**config.mk**
```make
export PLATFORM = sky130hd
export DESIGN_NAME = awm_almost_full_monitor
export DESIGN_NICKNAME = d
export VERILOG_FILES = /design/src/rtl/awm_pkg.sv /design/src/rtl/awm_entry_counter.sv /design/src/rtl/awm_threshold_reg.sv /design/src/rtl/awm_warn_logic.sv /design/src/rtl/awm_almost_full_monitor.sv
export SDC_FILE = /design/constraint.sdc
export NUM_CORES = 1
export LEC_CHECK = 0
export ABC_AREA = 1
export BUFFER_PORTS_ARGS = -buffer_cell sky130_fd_sc_hd__buf_2
export CAP_MARGIN = 10
export CORE_MARGIN = 5
export CORE_UTILIZATION = 50
export CTS_BUF_LIST = sky130_fd_sc_hd__clkbuf_8
export DETAILED_ROUTE_END_ITERATION = 8
export PLACE_DENSITY = 0.75
export RECOVER_POWER = 25
export SYNTH_ARGS = -nofsm -noshare
export SYNTH_HDL_FRONTEND = slang
export SYNTH_SLANG_ARGS = --single-unit
```
**constraint.sdc**
```tcl
create_clock -name clk -period 5.35 [get_ports clk]
set_input_delay 0.2675 -clock clk [delete_from_list [all_inputs] [get_ports clk]]
set_output_delay 0.2675 -clock clk [all_outputs]
set_load 0.02 [all_outputs]
```
**src/rtl/awm_pkg.sv**
```systemverilog
// Shared sizing for the almost-full monitor.
// Assumes the table holds at most 2**THR_W entries.
package awm_pkg;
    localparam int unsigned AWM_WORD_W = 16;
    localparam int unsigned AWM_THR_W  = 14;
    localparam int unsigned AWM_CNT_W  = AWM_THR_W + 1;
    localparam int unsigned AWM_CNT_MAX = 1 << AWM_THR_W;

    // Kind of count change requested in one cycle
    typedef enum logic [1:0] {
        CHG_HOLD  = 2'd0,
        CHG_UP    = 2'd1,
        CHG_DOWN  = 2'd2,
        CHG_CLEAR = 2'd3
    } cnt_chg_e;
endpackage

```
**src/rtl/awm_entry_counter.sv**
```systemverilog
// Counts committed table entries.
// Saturates at CNT_MAX and floors at zero. Table reset has top priority.
// Also reports an accepted insert and the count it produces.
module awm_entry_counter #(
    parameter int unsigned CNT_W   = awm_pkg::AWM_CNT_W,
    parameter int unsigned CNT_MAX = awm_pkg::AWM_CNT_MAX
) (
    input  logic             clk,
    input  logic             rst_n,
    input  logic             ins_stb,
    input  logic             del_stb,
    input  logic             tbl_reset,
    output logic [CNT_W-1:0] count_q,
    output logic             ins_taken,
    output logic [CNT_W-1:0] count_after
);
    import awm_pkg::*;

    localparam logic [CNT_W-1:0] LIMIT = CNT_W'(CNT_MAX);

    cnt_chg_e chg;

    // Decode the requested change, dropping those the limits forbid
    always_comb begin
        chg = CHG_HOLD;
        if (tbl_reset)
            chg = CHG_CLEAR;
        else if (ins_stb && !del_stb && count_q < LIMIT)
            chg = CHG_UP;
        else if (del_stb && !ins_stb && count_q != '0)
            chg = CHG_DOWN;
    end

    // Next count value for the decoded change
    always_comb begin
        unique case (chg)
            CHG_UP:    count_after = count_q + 1'b1;
            CHG_DOWN:  count_after = count_q - 1'b1;
            CHG_CLEAR: count_after = '0;
            default:   count_after = count_q;
        endcase
    end

    assign ins_taken = (chg == CHG_UP);

    // Hold the committed count
    always_ff @(posedge clk) begin
        if (!rst_n) count_q <= '0;
        else        count_q <= count_after;
    end
endmodule

```
**src/rtl/awm_threshold_reg.sv**
```systemverilog
// Holds the almost-full threshold, loaded from the low THR_W bits of a word.
// Assumes WORD_W >= THR_W; upper word bits are dropped.
module awm_threshold_reg #(
    parameter int unsigned WORD_W = awm_pkg::AWM_WORD_W,
    parameter int unsigned THR_W  = awm_pkg::AWM_THR_W
) (
    input  logic              clk,
    input  logic              rst_n,
    input  logic              load,
    input  logic [WORD_W-1:0] word,
    output logic [THR_W-1:0]  thr_q
);
    // Capture the threshold field on a load
    always_ff @(posedge clk) begin
        if (!rst_n)    thr_q <= '0;
        else if (load) thr_q <= word[THR_W-1:0];
    end
endmodule

```
**src/rtl/awm_warn_logic.sv**
```systemverilog
// Sets the sticky warning flag and the gated interrupt pulse.
// Assumes the hit input is high only for an accepted insert.
module awm_warn_logic #(
    parameter int unsigned CNT_W = awm_pkg::AWM_CNT_W,
    parameter int unsigned THR_W = awm_pkg::AWM_THR_W
) (
    input  logic             clk,
    input  logic             rst_n,
    input  logic             ins_taken,
    input  logic [CNT_W-1:0] count_after,
    input  logic [THR_W-1:0] thr_q,
    input  logic             flag_clr,
    input  logic             irq_enable,
    output logic             flag_q,
    output logic             irq_q
);
    logic hit;

    // Exact-equality match of the insert's new count against the threshold
    assign hit = ins_taken && (count_after == CNT_W'(thr_q));

    // Sticky flag: a set wins over a clear in the same cycle
    always_ff @(posedge clk) begin
        if (!rst_n)        flag_q <= 1'b0;
        else if (hit)      flag_q <= 1'b1;
        else if (flag_clr) flag_q <= 1'b0;
    end

    // One-cycle interrupt pulse for an enabled hit
    always_ff @(posedge clk) begin
        if (!rst_n) irq_q <= 1'b0;
        else        irq_q <= hit && irq_enable;
    end
endmodule

```
**src/rtl/awm_almost_full_monitor.sv**
```systemverilog
// Top of the almost-full monitor. It joins the entry counter, the threshold
// register and the warning logic. Assumes the strobes come from committed table
// writes only; queued work is never reported here.
module awm_almost_full_monitor #(
    parameter int unsigned WORD_W  = awm_pkg::AWM_WORD_W,
    parameter int unsigned THR_W   = awm_pkg::AWM_THR_W,
    parameter int unsigned CNT_W   = THR_W + 1,
    parameter int unsigned CNT_MAX = 1 << THR_W
) (
    input  logic              clk,
    input  logic              rst_n,
    input  logic              thr_wr,
    input  logic [WORD_W-1:0] thr_word,
    input  logic              ins_stb,
    input  logic              del_stb,
    input  logic              tbl_reset,
    input  logic              flag_clr,
    input  logic              irq_enable,
    output logic [CNT_W-1:0]  entry_count,
    output logic [THR_W-1:0]  af_threshold,
    output logic              af_flag,
    output logic              af_irq
);
    logic             ins_taken;
    logic [CNT_W-1:0] count_after;

    awm_entry_counter #(.CNT_W(CNT_W), .CNT_MAX(CNT_MAX)) u_cnt (
        .clk(clk), .rst_n(rst_n), .ins_stb(ins_stb), .del_stb(del_stb),
        .tbl_reset(tbl_reset), .count_q(entry_count),
        .ins_taken(ins_taken), .count_after(count_after)
    );

    awm_threshold_reg #(.WORD_W(WORD_W), .THR_W(THR_W)) u_thr (
        .clk(clk), .rst_n(rst_n), .load(thr_wr), .word(thr_word),
        .thr_q(af_threshold)
    );

    awm_warn_logic #(.CNT_W(CNT_W), .THR_W(THR_W)) u_warn (
        .clk(clk), .rst_n(rst_n), .ins_taken(ins_taken),
        .count_after(count_after), .thr_q(af_threshold),
        .flag_clr(flag_clr), .irq_enable(irq_enable),
        .flag_q(af_flag), .irq_q(af_irq)
    );
endmodule

```
==> results.json <==
{
  "status": "completed",
  "syn_nets": 453,
  "yosys-top-cells-count": "142 x nand2_1, 57 x inv_1, 41 x nor2_1",
  "max_cap_viol_count": 0,
  "path_clk_slew_ns": 0.06,
  "root_buffer": "clkbuf_8",
  "drt-vias-per-instance": 4.940,
  "worst_slack_ns": 2.148,
  "grt_pass1_vias": 2414,
  "crit_chain": "nor2_1, nand2_1, nor2_2, nand2_2, nand3_2, inv_1, ha_1, nand2_1, inv_1, a21oi_1, nand2_1, nand2_1, nand2_1, nand2_1, nand2_1, nand2_1, nand2_1, nor2_1, nand3b_1, nor2_1, nand2_1, a21oi_2",
  "grt_max_degree": 29,
  "cts_setup_buffers": 0,
  "fin_cells": 534,
  "holdWs_ns": 0.2118,
  "n_antenna_cell": 0,
  "rsz0062_at_grt": "false",
  "required_ns": 5.56,
  "ys_warn_count": 0,
  "period_share": 0.5984,
  "hold_viol": 0,
  "maxSlewViolCount": 0,
  "crit_slowest_cell": "dfxtp_1",
  "tns_ns": 0,
  "portBuffers": 52,
  "antenna_found_initial": 0,
  "syn_inst": 415,
  "hold_buffers": 0,
  "synth_edf_count": 0,
  "via_count": 2638,
  "cpPeakStageDelay_ns": 0.44,
  "wl_per_cell_um": 11.38,
  "dp_slack_ns": 2.172,
  "core_um2": 4723,
  "crit_fanout": 14,
  "numPlacedInstances": 528,
  "crit_family": "simple AND/OR/NAND/NOR gates",
  "multiInputGateArea_um2": 1545,
  "p_leak_nw": 1.606,
  "firstDrtPassIters": 4,
  "max_freq_mhz": 312.3,
  "drive_above_1_share": 0.1263,
  "grtUsageTotal": 0.2054,
  "cts_sinks": 31,
  "clkLatencyLatePin_ns": 0.28,
  "relSlewSlack": 0.5982,
  "p_per_area_nw_per_um2": 175.4,
  "htreeDepth": 2,
  "design.final.nets": 506,
  "skew_ns": 0.005378,
  "yosysTopAreaCell": "dfxtp_1",
  "synth-seq-cells": 31,
  "synth.top_cell.area_share": 0.2555,
  "worstPathArrival_ns": 3.41,
  "ir_drop_mv": 0.1678,
  "row_count": 25,
  "synth_cell_types": 25,
  "gp_congestion": 0.8449,
  "nFillCells": 488,
  "start_util": 0.5142,
  "grt_overflow_total": 0,
  "tightestPinTransition_ns": 0.6027,
  "critPathCaptureType": "flop",
  "syn_area_per_cell_um2": 5.852,
  "drc": 0,
  "cts_buffers": 5,
  "drtAntennaViolNets": 0,
  "worstSetupStartpointType": "flop",
  "power_mw": 0.4893,
  "period_minus_slack_ns": 3.202,
  "clockBufferDepth": 2,
  "dpl.hpwl_mm": 4.951,
  "yosysMostFrequentCell": "nand2_1",
  "grt_pass1_wl_mm": 10.52,
  "wl_mm": 6.075,
  "hp-class": "in2reg",
  "syn_to_final_growth_pct": 14.84,
  "io_pins": 55,
  "tritoncts": "yes",
  "seq_area_um2": 620.6,
  "crit_top_cell": "nand2_1",
  "synth_area_um2": 2429,
  "async_reset_ff_frac": 0,
  "ys.flop_type": "dfxtp_1",
  "dieArea_um2": 6351,
  "setup_viol": 0,
  "synth-seq-area-share": 0.2555,
  "synthTopCellsByArea": "dfxtp_1 26%, nand2_1 22%, inv_1 8.8%, nand3_1 8.2%, a21oi_1 7.6%",
  "drtIter0Drc": 201,
  "cp.buffers_inverters": 2,
  "ctsResizeCount": 0,
  "die_w_um": 79.70,
  "die_h_um": 79.70,
  "path_class": "reg2reg"
}
-- worst paths after layout --
check	to	depth (start not counted)	slack [ns]	start
worst max-delay path	u_warn.flag_q$_SDFFE_PN0P_	22	2.15	u_cnt.count_q[0]$_SDFF_PN0_
worst min-delay path	u_warn.irq_q$_SDFF_PN0_	3	0.21	irq_enable
worst max register to register	u_warn.flag_q$_SDFFE_PN0P_	22	2.15	u_cnt.count_q[0]$_SDFF_PN0_
worst min register to register	u_thr.thr_q[3]$_SDFFE_PN0P_	2	0.48	u_thr.thr_q[3]$_SDFFE_PN0P_
-- layout make-up --
cell class              count  area share
multi-input cells         318      0.5541
flip-flops and latches     31      0.2225
inverters                  60     0.08075
clock inverters             1    0.001346
well taps                  67     0.03006
clock buffers               5     0.02467
repair buffers             52     0.08659
-- per-layer routing --
| layer | vias to the layer above | track usage | wire length, um |
|---|---|---|---|
| li1 | 1427 | - | - |
| met1 | 1151 | 0.2787 | 2918 |
| met2 | 51 | 0.3389 | 2852 |
| met3 | 9 | 0.02822 | 240 |
| met4 | 0 | 0.05670 | 63 |
| met5 | - | 0 | 0 |
-- power by group --
group | internal [mW] | switching [mW]
sequential | 0.239 | 0.00683
clock | 0.0845 | 0.0768
combinational | 0.0281 | 0.0538
-- logic make-up (layout without fill, tap and decap cells) --
logic type      count (synthesis)  count (layout)  synth area share
compound gates                 55              55            0.1175
xor+xnor                        4               4           0.01443
fa+ha+maj                      14              14           0.07522
buf+inv                        66             118            0.1082
flops                          31              31            0.2555
simple gates                  245             245            0.4292
-- sequential cells by signal (all words and copies together) (netlist names) --
name,cells
u_cnt.count_q,15
u_thr.thr_q,14
u_warn.flag_q,1
u_warn.irq_q,1
-- worst register-to-register path, cell delays in order, from the launching register on --
cell and delay (ns):
dfxtp_1 0.44, nor2_1 0.08, nand2_1 0.08, nor2_2 0.05
nand2_2 0.09, nand3_2 0.13, inv_1 0.43, ha_1 0.39
nand2_1 0.13, inv_1 0.05, a21oi_1 0.17, nand2_1 0.11
nand2_1 0.07, nand2_1 0.07, nand2_1 0.14, nand2_1 0.06
nand2_1 0.05, nand2_1 0.07, nor2_1 0.11, nand3b_1 0.09
nor2_1 0.12, nand2_1 0.07, a21oi_2 0.12
-- stage by stage --
stage / utilization / instance area (um^2)
finish: 0.5905 / 2789
global route: 0.5905 / 2789
CTS: 0.5944 / 2808
detailed placement: 0.5791 / 2735
global placement: 0.5791 / 2735
floorplan: - / 2429
-- cells in the final DEF (no fill, tap or decap), drive strengths merged, types with 3 or more instances in the layout --
master / n
a21oi: 39
buf: 37
clkbuf: 20
dfxtp: 31
ha: 13
inv: 60
nand2: 151
nand3: 42
nand3b: 4
nand4: 4
nor2: 43
o21ai: 15
xor2: 3
(Power assumes the default switching activity.)
